### src/rtl/sd_pkg.sv
package sd_pkg;
    typedef enum logic [1:0] {
        SD_BCAST  = 2'd0,
        SD_REQ    = 2'd1,
        SD_PREF   = 2'd2,
        SD_BCAST2 = 2'd3
    } sd_mode_e;
endpackage

### src/rtl/sd_page_slot.sv
// Per-page state: broadcast discard counter and one-entry prefetch slot.
module sd_page_slot #(
    parameter int DW = 8,
    parameter int CW = 4
) (
    input  logic          clk,
    input  logic          rst_n,
    input  logic          load_i,
    input  logic [CW-1:0] skip_i,
    input  logic          tick_i,
    input  logic          fill_i,
    input  logic          drain_i,
    input  logic [DW-1:0] dat_i,
    output logic          open_o,
    output logic          full_o,
    output logic [DW-1:0] hold_o
);
    typedef struct packed {
        logic [CW-1:0] skip;
        logic          full;
        logic [DW-1:0] hold;
    } slot_t;

    slot_t s_d, s_q;

    always_comb begin
        s_d = s_q;
        if (tick_i && s_q.skip != '0) s_d.skip = s_q.skip - 1'b1;
        if (load_i)  s_d.skip = skip_i;
        if (drain_i) s_d.full = 1'b0;
        if (fill_i) begin
            s_d.full = 1'b1;
            s_d.hold = dat_i;
        end
    end

    always_ff @(posedge clk or negedge rst_n) begin
        if (!rst_n) s_q <= '0;
        else        s_q <= s_d;
    end

    assign open_o = (s_q.skip == '0);
    assign full_o = s_q.full;
    assign hold_o = s_q.hold;
endmodule

### src/rtl/sd_collector.sv
// Merges per-page output lanes by following the active page.
module sd_collector #(
    parameter int NPAGE = 4,
    parameter int DW    = 8,
    localparam int PW   = $clog2(NPAGE)
) (
    input  logic                clk,
    input  logic                rst_n,
    input  logic [PW-1:0]       act_i,
    input  logic [NPAGE-1:0]    lane_vld_i,
    input  logic [NPAGE*DW-1:0] lane_dat_i,
    output logic                vld_o,
    output logic [DW-1:0]       dat_o
);
    typedef struct packed {
        logic          vld;
        logic [DW-1:0] dat;
    } col_t;

    col_t c_d, c_q;

    always_comb begin
        c_d     = c_q;
        c_d.vld = lane_vld_i[act_i];
        if (lane_vld_i[act_i]) c_d.dat = lane_dat_i[act_i*DW +: DW];
    end

    always_ff @(posedge clk or negedge rst_n) begin
        if (!rst_n) c_q <= '0;
        else        c_q <= c_d;
    end

    assign vld_o = c_q.vld;
    assign dat_o = c_q.dat;
endmodule

### src/rtl/shared_stream_dist.sv
module shared_stream_dist
    import sd_pkg::*;
#(
    parameter int NPAGE = 4,
    parameter int DW    = 8,
    parameter int CW    = 4,
    localparam int PW   = $clog2(NPAGE)
) (
    input  logic                clk,
    input  logic                rst_n,
    input  logic [1:0]          mode_i,
    input  logic                act_valid_i,
    input  logic [PW-1:0]       act_page_i,
    input  logic [NPAGE*CW-1:0] act_skip_i,
    input  logic [PW-1:0]       pf_page_i,
    input  logic [NPAGE-1:0]    req_i,
    input  logic                in_valid_i,
    input  logic [DW-1:0]       in_data_i,
    output logic                in_ready_o,
    output logic [NPAGE-1:0]    pg_vld_o,
    output logic [DW-1:0]       pg_dat_o,
    input  logic [NPAGE-1:0]    lane_vld_i,
    input  logic [NPAGE*DW-1:0] lane_dat_i,
    output logic                col_vld_o,
    output logic [DW-1:0]       col_dat_o
);
    typedef struct packed {
        logic [PW-1:0]    act;
        logic             pend;
        logic [NPAGE-1:0] vld;
        logic [DW-1:0]    dat;
    } dist_t;

    dist_t st_d, st_q;

    sd_mode_e         mode;
    logic             is_bc;
    logic             take;
    logic [NPAGE-1:0] open_w;
    logic [NPAGE-1:0] full_w;
    logic [DW-1:0]    hold_w [NPAGE];

    assign mode  = sd_mode_e'(mode_i);
    assign is_bc = (mode == SD_BCAST) || (mode == SD_BCAST2);

    always_comb begin
        case (mode)
            SD_REQ:  in_ready_o = st_q.pend;
            SD_PREF: in_ready_o = ~full_w[pf_page_i];
            default: in_ready_o = 1'b1;
        endcase
    end

    assign take = in_valid_i & in_ready_o;

    for (genvar p = 0; p < NPAGE; p++) begin : g_slot
        sd_page_slot #(.DW(DW), .CW(CW)) i_slot (
            .clk    (clk),
            .rst_n  (rst_n),
            .load_i (act_valid_i),
            .skip_i (act_skip_i[p*CW +: CW]),
            .tick_i (is_bc & take),
            .fill_i ((mode == SD_PREF) & take & (pf_page_i == PW'(p))),
            .drain_i((mode == SD_PREF) & (st_q.act == PW'(p)) & full_w[p]),
            .dat_i  (in_data_i),
            .open_o (open_w[p]),
            .full_o (full_w[p]),
            .hold_o (hold_w[p])
        );
    end

    always_comb begin
        st_d      = st_q;
        st_d.vld  = '0;
        st_d.pend = 1'b0;
        case (mode)
            SD_REQ: begin
                if (take) begin
                    st_d.vld[st_q.act] = 1'b1;
                    st_d.dat           = in_data_i;
                end
                st_d.pend = (st_q.pend & ~take) | req_i[st_q.act];
            end
            SD_PREF: begin
                if (full_w[st_q.act]) begin
                    st_d.vld[st_q.act] = 1'b1;
                    st_d.dat           = hold_w[st_q.act];
                end
            end
            default: begin
                if (take) begin
                    st_d.vld = open_w;
                    st_d.dat = in_data_i;
                end
            end
        endcase
        if (act_valid_i) begin
            st_d.act  = act_page_i;
            st_d.pend = 1'b0;
        end
    end

    always_ff @(posedge clk or negedge rst_n) begin
        if (!rst_n) st_q <= '0;
        else        st_q <= st_d;
    end

    assign pg_vld_o = st_q.vld;
    assign pg_dat_o = st_q.dat;

    sd_collector #(.NPAGE(NPAGE), .DW(DW)) i_col (
        .clk       (clk),
        .rst_n     (rst_n),
        .act_i     (st_q.act),
        .lane_vld_i(lane_vld_i),
        .lane_dat_i(lane_dat_i),
        .vld_o     (col_vld_o),
        .dat_o     (col_dat_o)
    );
endmodule

### config.mk
export PLATFORM = sky130hd
export DESIGN_NAME = shared_stream_dist
export DESIGN_NICKNAME = d
export VERILOG_FILES = /design/src/rtl/sd_pkg.sv /design/src/rtl/sd_page_slot.sv /design/src/rtl/sd_collector.sv /design/src/rtl/shared_stream_dist.sv
export SDC_FILE = /design/constraint.sdc
export NUM_CORES = 1
export LEC_CHECK = 0
export ABC_AREA = 0
export BUFFER_PORTS_ARGS = -buffer_cell sky130_fd_sc_hd__buf_2
export CORE_MARGIN = 2
export CORE_UTILIZATION = 54
export CTS_CLUSTER_SIZE = 10
export DETAILED_ROUTE_END_ITERATION = 16
export PLACE_DENSITY = 0.78
export SLEW_MARGIN = 0
export SYNTH_ARGS = -nofsm -noshare
export SYNTH_HDL_FRONTEND = slang
export SYNTH_SLANG_ARGS = --single-unit
### constraint.sdc
create_clock -name clk -period 2.05 [get_ports clk]
set_input_delay 0.1025 -clock clk [delete_from_list [all_inputs] [get_ports clk]]
set_output_delay 0.1025 -clock clk [all_outputs]
set_load 0.05 [all_outputs]
==> results.md, run 1 <==
- Status: complete, no violations
- Worst slew pin tran: approximately 0.75 ns
- Post-DP HPWL: around 5800 um
- Chip height: approximately 90 um
- DR DRC count: 0
- Met3 GRT Util: between 5 and 6%
- Remaining Overflow, GRT: 0
- Hold path startpoint: in_data_i[7]
- Final net count: 529
- Final worst-path cycle share: 90.2%
- Power Dens Cells: approximately 930 nW/um^2
- Multi-input gate area: 1880 sq um
- Routed Antenna Nets: 0
- Worst path required time: approximately 2.3 ns
- Max FO, Critical Path: 16
- Critical-path cell with the highest stage delay: a32oi_2
- PnR Total Power: ~0.0046 W
- Seq cells post-synth: 76
- WL/cell: ~16 um
- Root Buffer: clkbuf_8
- Site Rows: 31
- Crit path largest cell delay: 0.66 ns
- FF+latch area: 1900 sq um
- Setup tns final: 0 ns
- Synthesized netlist cell count: between 300 and 400
- Total global-route track usage: between 20 and 25%
- Clk Latency, worst-skew pair: 0.34 ns
- Post-CTS Hold Buffers: 19
- Final setup violation count: 0
- Peak VDD IR: ~530 uV
- Crit path cell chain: mux2i_1, nand4_1, a32oi_2, nor2_1, a21oi_1
- M2 GR Usage: 39.6%
- Setup CP Type: flop to flop
- Antenna cells: 0
- Initial core utilization: a little under three fifths
- CTS clk-pin slew, worst paths: 0.08 ns
- Arrival @ worst endpoint: roughly 2.1 ns
- Die Width: about 90 um
- Path type of the worst min-delay path: primary input to flop
- Top cells by area, synth: dfrtp_1 47%, mux4_2 11%, mux2_2 10%, nand2_1 3.2%, ha_1 3.1%
- Total CTS buffers: 9
- Post-layout util: 68.9%
- Pre-antenna DRT Iters: 6
- Post-CTS Setup Inserts: 0
- I/O Buffers: 95
- Max Slew Vio Count: 0
- Max_slew headroom: approximately half
- Hold Path End: g_slot[0].i_slot.hold_o[7]$_DFFE_PN0P_
- Syn avg cell area: 12.0 sq um
- Fillers: 551
- RSZ-0062 raised after global routing: false
- Yosys top cell area share: 47.3%
- Number of global-route vias before repair: roughly 3000
- GRT met1 Usage: 29.4%
- DR vias: ~2900
- Post-CTS Resized: 0
- H-tree levels: 3
- Fin crit period: approximately 1.8 ns
- Synth async-reset ratio: 100%
- First-pass GRT wire length: 14800 um
- Syn Std Cell Area: 4020 sq um
- Cell taking the most area after synthesis: dfrtp_1
- Top FF cell, synth: dfrtp_1
- Commonest cells in the synthesized netlist: 76 x dfrtp_1, 36 x mux2_2, 34 x nand2_1
- Post-DR vias/cell: ~5.2
- Area added between synthesis and finish: 23.6%
- Leakage power: approximately 2.3 nW
- Clk_skew: roughly 0.012 ns
- GR peak layer: met2
- Syn nets: approximately 420
- Warning count from the yosys run: 0
- DR iter-0 viols: around 190
- Post-synthesis sequential area ratio: a little under half
- GP Congestion: 0.865
- Sink Count: 76
- Drt total wl: roughly 8500 um
- Max cap viols: 0
- Initial antenna violation count: 0
- Post-synth EDFFs: 0
- R2r setup slk: 0.20 ns
- Synth cell types: 37
- Top-count cell post-synth: dfrtp_1
- Max Root-Sink Buffers: 2
- Largest net degree at the start of global routing: 41
- Reg2reg start: g_slot[3].i_slot.full_o$_DFFE_PN0P_
- Finished Cell Area: 4970 sq um
- Core area: around 7200 sq um
- Hold Path Stages: 2
- Layout cells sized above 1: between 40 and 50%
- CTS tree: built
- I/O Pins: between 90 and 100
- Final-report hold violation count: 0
- Maximum clock frequency: around 540 MHz
- RR Endpoint: pg_dat_o[2]$_DFFE_PN0P_
- Crit end category: flop
- Setup crit start kind: flop
- Die area: between 8000 and 9000 sq um
- Post-place instance area: around 4600 sq um
- R2r worst-path depth: 5
==> power breakdown <==
part | internal [W] | switching, W | leakage [nW]
sequential | 0.00181 | 0.000188 | 0.935
clock | 0.000686 | 0.000545 | 0.102
combinational | 0.000624 | 0.000758 | 1.28
total | 0.00312 | 0.00149 | 2.32
==> registers in the layout, indices dropped and copies added, names as in the netlist <==
| name | count |
|---|---|
| i_col.vld_o | 1 |
| g_slot.i_slot.hold_o | 32 |
| g_slot.i_slot.s_q | 16 |
| pg_dat_o | 8 |
| g_slot.i_slot.full_o | 4 |
| i_col.dat_o | 8 |
| pg_vld_o | 4 |
| st_q | 3 |
==> critical path, delay by kind of cell, from the launching register on <==
family | cells | cell delay [ns]
flip-flops | 1 | 0.43
AND/OR/NAND/NOR | 2 | 0.28
multiplexers | 1 | 0.23
AO/OA/AOI/OAI | 2 | 0.82
==> cell type report <==
cell class	instances	share of cell area, %
clock inverters	6	1.79
repair buffers	127	15.9
clock buffers	10	2.57
flip-flops and latches	76	38.2
inverters	15	1.13
well taps	99	2.49
multi-input cells	216	37.9
==> metrics by stage <==
stage                     instances  hold WS (ns)  worst slack [ns]
after CTS                       549        0.0327             0.202
after global placement          514        0.0906             0.255
after floorplan                 334        -0.193             0.346
after detailed placement        514        0.0987             0.213
after global routing            549        0.0416            0.0351
final                           549        0.0539             0.202
==> per-layer routing <==
| layer | up-vias | routed length, um |
|---|---|---|
| met3 | 4 | 378 |
| met1 | 1401 | 3540 |
| li1 | 1393 | - |
| met5 | - | 0 |
| met4 | 0 | 48 |
| met2 | 80 | 4550 |
==> placed cells by master (no fill, tap or decap), drive strengths merged <==
master	instances
buf	108
nand4	2
or3	1
xnor2	8
o21ai	20
nor2b	9
o31a	1
o32ai	4
and2	1
and3b	1
mux2i	2
inv	15
a2bb2oi	1
clkinv	2
mux4	19
a21o	2
a32oi	1
a211oi	1
ha	10
nand3	5
nand2b	2
a21oi	23
nor2	13
clkinvlp	2
xor2	4
nand3b	1
or3b	1
mux2	44
nand2	35
dfrtp	76
bufinv	2
dlygate4sd3	19
clkbuf	10
nor3	5
==> logic make-up after synthesis <==
kind of cell	share of synthesized area, %
AOI/OAI and AO/OA	7.99
buffers and inverters	5.88
DFF	47.3
xor gates and xnor gates	2.61
muxes	24.3
and+or+nand+nor	8.83
adders and majority gates	3.11
==> worst max path at each step <==
| stage | startpoint | end | cells past startpoint |
|---|---|---|---|
| after detailed placement | g_slot[3].i_slot.full_o$_DFFE_PN0P_ | pg_dat_o[2]$_DFFE_PN0P_ | 4 |
| final | g_slot[3].i_slot.full_o$_DFFE_PN0P_ | pg_dat_o[2]$_DFFE_PN0P_ | 5 |
| after floorplan | mode_i[0] | g_slot[0].i_slot.hold_o[0]$_DFFE_PN0P_ | 7 |
| after CTS | g_slot[3].i_slot.full_o$_DFFE_PN0P_ | pg_dat_o[2]$_DFFE_PN0P_ | 5 |
| after global routing | g_slot[3].i_slot.full_o$_DFFE_PN0P_ | pg_dat_o[2]$_DFFE_PN0P_ | 5 |
| after global placement | mode_i[0] | g_slot[0].i_slot.hold_o[4]$_DFFE_PN0P_ | 8 |
Note: power is estimated with default switching activity, not from simulation.
==> inputs of run 2 (changes only) <==
--- a/config.mk
+++ b/config.mk
@@ -12,6 +12,7 @@
 export CTS_CLUSTER_SIZE = 10
 export DETAILED_ROUTE_END_ITERATION = 16
 export PLACE_DENSITY = 0.78
+export REMOVE_ABC_BUFFERS = 1
 export SLEW_MARGIN = 0
 export SYNTH_ARGS = -nofsm -noshare
 export SYNTH_HDL_FRONTEND = slang
==> run 2 against run 1 <==
Net effect: via count is 2.6% higher; utilization is 0.10 points higher; largest power group unchanged; non-clock buffer count is 3 higher; setup slack better by 0.024 ns; critical path depth is 2 higher; largest cell class unchanged; critical endpoint is now g_slot[1].i_slot.s_q[12]$_DFFE_PN0P_; total power is 1.7% lower; wire length is 2.6% higher; clock power is 6% lower; first-iteration DRC count is 41% lower; clock skew is 0.0039 ns lower.
==> results.md, run 2 (synthesized netlist as in run 1, its figures left out) <==
- Final worst-path cycle share: 89.0% (was 90.2%)
- Sink Count: 76 (unchanged)
- Post-layout util: 69.0% (was 68.9%)
- Max Root-Sink Buffers: 2 (unchanged)
- Setup CP Type: flop to flop (unchanged)
- Leakage power: 2.34 nW (was 2.32 nW)
- Post-DP HPWL: 6010 um (was 5820 um)
- Post-CTS Resized: 0 (unchanged)
- Top Family by Delay on Critical Path: simple AND/OR/NAND/NOR gates (was compound AO/OA/AOI/OAI gates)
- Path type of the worst min-delay path: primary input to flop (unchanged)
- Final setup violation count: 0 (unchanged)
- Total global-route track usage: 22.8% (was 23.0%)
- Total CTS buffers: 9 (unchanged)
- RSZ-0062 raised after global routing: false (unchanged)
- Non-filler cells in the finished layout: 552 (was 549)
- Fin crit period: 1.82 ns (was 1.85 ns)
- Max FO, Critical Path: 5 (was 16)
- Pint: 0.00303 W (was 0.00312 W)
- Max Slew Vio Count: 0 (unchanged)
- Post-DR vias/cell: 5.35 (was 5.24)
- Flop pwr share: 43.9% (was 43.3%)
- Crit path cell chain: inv_1, ha_1, or3b_2, nor2b_1, nand2_1, xnor2_1, mux2_2 (was mux2i_1, nand4_1, a32oi_2, nor2_1, a21oi_1)
- I/O Pins: 96 (unchanged)
- Worst slew pin tran: 0.793 ns (was 0.751 ns)
- Final net count: 532 (was 529)
- Worst path required time: 2.28 ns (was 2.31 ns)
- Multi-input gate area: 1880 sq um (unchanged)
- CTS tree: built (unchanged)
- Site Rows: 31 (unchanged)
- Number of global-route vias before repair: 3175 (was 3083)
- Status: complete, no violations (unchanged)
- Peak VDD IR: 652 uV (was 534 uV)
- Initial antenna violation count: 0 (unchanged)
- I/O Buffers: 95 (unchanged)
- Largest register FFs: 32 (unchanged)
- CTS clk-pin slew, worst paths: 0.07 ns (was 0.08 ns)
- DR DRC count: 0 (unchanged)
- WL/cell: 15.8 um (was 15.5 um)
- Power Dens Cells: 910 nW/um^2 (was 928 nW/um^2)
- Fillers: 545 (was 551)
- Arrival @ worst endpoint: 2.06 ns (was 2.11 ns)
- Remaining Overflow, GRT: 0 (unchanged)
- Clk_skew: 0.00781 ns (was 0.0117 ns)
- Post-CTS Setup Inserts: 0 (unchanged)
- Drt total wl: 8750 um (was 8520 um)
- First-pass GRT wire length: 14600 um (was 14800 um)
- Root Buffer: clkbuf_8 (unchanged)
- Routed Antenna Nets: 0 (unchanged)
- Crit end category: flop (unchanged)
- DR iter-0 viols: 110 (was 186)
- FF+latch area: 1900 sq um (unchanged)
- Dpl cells: 517 (was 514)
- Area added between synthesis and finish: 23.8% (was 23.6%)
- Chip height: 90.3 um (unchanged)
- Critical-path cell with the highest stage delay: or3b_2 (was a32oi_2)
- Core area: 7210 sq um (unchanged)
- Final-report hold violation count: 0 (unchanged)
- Post-place instance area: 4590 sq um (was 4570 sq um)
- Die Width: 90.3 um (unchanged)
- Maximum clock frequency: 548 MHz (was 541 MHz)
- GP Congestion: 0.865 (about the same)
- Die area: 8160 sq um (unchanged)
- Clk Latency, worst-skew pair: 0.35 ns (was 0.34 ns)
- Clock share of power: 25.5% (was 26.7%)
- Pre-antenna DRT Iters: 4 (was 6)
- H-tree levels: 3 (unchanged)
- Layout cells sized above 1: 43.7% (was 43.3%)
- Max cap viols: 0 (unchanged)
- Sw Pwr: 0.00150 W (was 0.00149 W)
- Setup crit start kind: flop (unchanged)
- PnR Total Power: 0.00453 W (was 0.00461 W)
- Crit path largest cell delay: 0.45 ns (was 0.66 ns)
- Commonest non-fill, non-tap cell in the layout: buf_2 (unchanged)
- Antenna cells: 0 (unchanged)
- DR vias: 2954 (was 2878)
- Commonest non-fill, non-tap cells in the layout: 94 x buf_2, 76 x dfrtp_1, 36 x mux2_2, 34 x nand2_1, 22 x a21oi_1 (unchanged)
- Largest net degree at the start of global routing: 40 (was 41)
- Combinational power share: 30.5% (was 30.0%)
- Finished Cell Area: 4980 sq um (was 4970 sq um)
- Initial core utilization: 55.8% (unchanged)
- Net Sw Frac: 33.1% (was 32.3%)
- Worst Path Buf+Inv: 1 (was 0)
- Max_slew headroom: 47.1% (was 49.9%)
[run 2: changes by cell type in the layout (fill, tap and decap cells not counted)]
cell,before,now
clkinvlp_4,2,1
buf_4,12,15
clkbuf_8,9,10
inv_6,0,1
bufinv_16,2,1
[run 2: final timing paths]
kind                                                           from                                     end  slack (ns)  cells past startpoint
worst max register to register  g_slot[1].i_slot.s_q[9]$_DFFE_PN0P_    g_slot[1].i_slot.s_q[12]$_DFFE_PN0P_        0.23                      7
worst min register to register           i_col.dat_o[0]$_DFFE_PN0P_              i_col.dat_o[0]$_DFFE_PN0P_        0.50                      1
min in group asynchronous                                     rst_n     g_slot[3].i_slot.s_q[9]$_DFFE_PN0P_        0.26                      2
max in group asynchronous                                     rst_n  g_slot[2].i_slot.hold_o[4]$_DFFE_PN0P_        1.20                      3
worst min-delay path                                   in_data_i[3]  g_slot[0].i_slot.hold_o[3]$_DFFE_PN0P_        0.05                      2
worst max-delay path            g_slot[1].i_slot.s_q[9]$_DFFE_PN0P_    g_slot[1].i_slot.s_q[12]$_DFFE_PN0P_        0.23                      7
[run 2: timing repair]
action                     in CTS  in global routing
hold endpoints to repair       55                  0
hold buffers                   19                  0
setup endpoints to repair       0                  0
[run 2: layout make-up]
cell class | count | share of cell area, %
sequential | 76 | 38.2
clock buffer | 11 | 2.84
multi-input combinational | 216 | 37.8
clock inverter | 5 | 1.21
tap | 99 | 2.49
inverter | 15 | 1.13
timing repair buffer | 130 | 16.3
[run 2: worst reg2reg max path: stages (launching register included)]
cell and delay, ns:
dfrtp_1 0.40, inv_1 0.09, ha_1 0.14, or3b_2 0.45
nor2b_1 0.21, nand2_1 0.10, xnor2_1 0.06, mux2_2 0.25
[run 2: metal layers]
layer	up-vias	GRT usage (%)	part of all wire [%]
met5	-	0	0
met4	0	13.7	4.0
met3	28	3.76	3.5
met2	77	39.5	53
met1	1455	26.6	40
li1	1394	-	-
[run 2: power groups by stage]
stage | Clock, W | Combinational [W] | Sequential (W)
6_report | 0.00116 | 0.00138 | 0.00199
5_1_grt | 0.00124 | 0.00149 | 0.00204
4_1_cts | 0.00118 | 0.00139 | 0.00199
3_5_place_dp | 0 | 0.00136 | 0.00202
3_3_place_gp | 0 | 0.00131 | 0.00200
2_1_floorplan | 0 | 0.000644 | 0.00232
[run 2: per-stage QoR]
stage | worst slack [ns] | hold slack, ns | setup TNS, ns
final | 0.225 | 0.0547 | 0
after global routing | 0.0201 | 0.0448 | 0
after CTS | 0.215 | 0.0394 | 0
after detailed placement | 0.194 | 0.108 | 0
after global placement | 0.267 | 0.101 | 0
after floorplan | -0.225 | -0.193 | -2.81
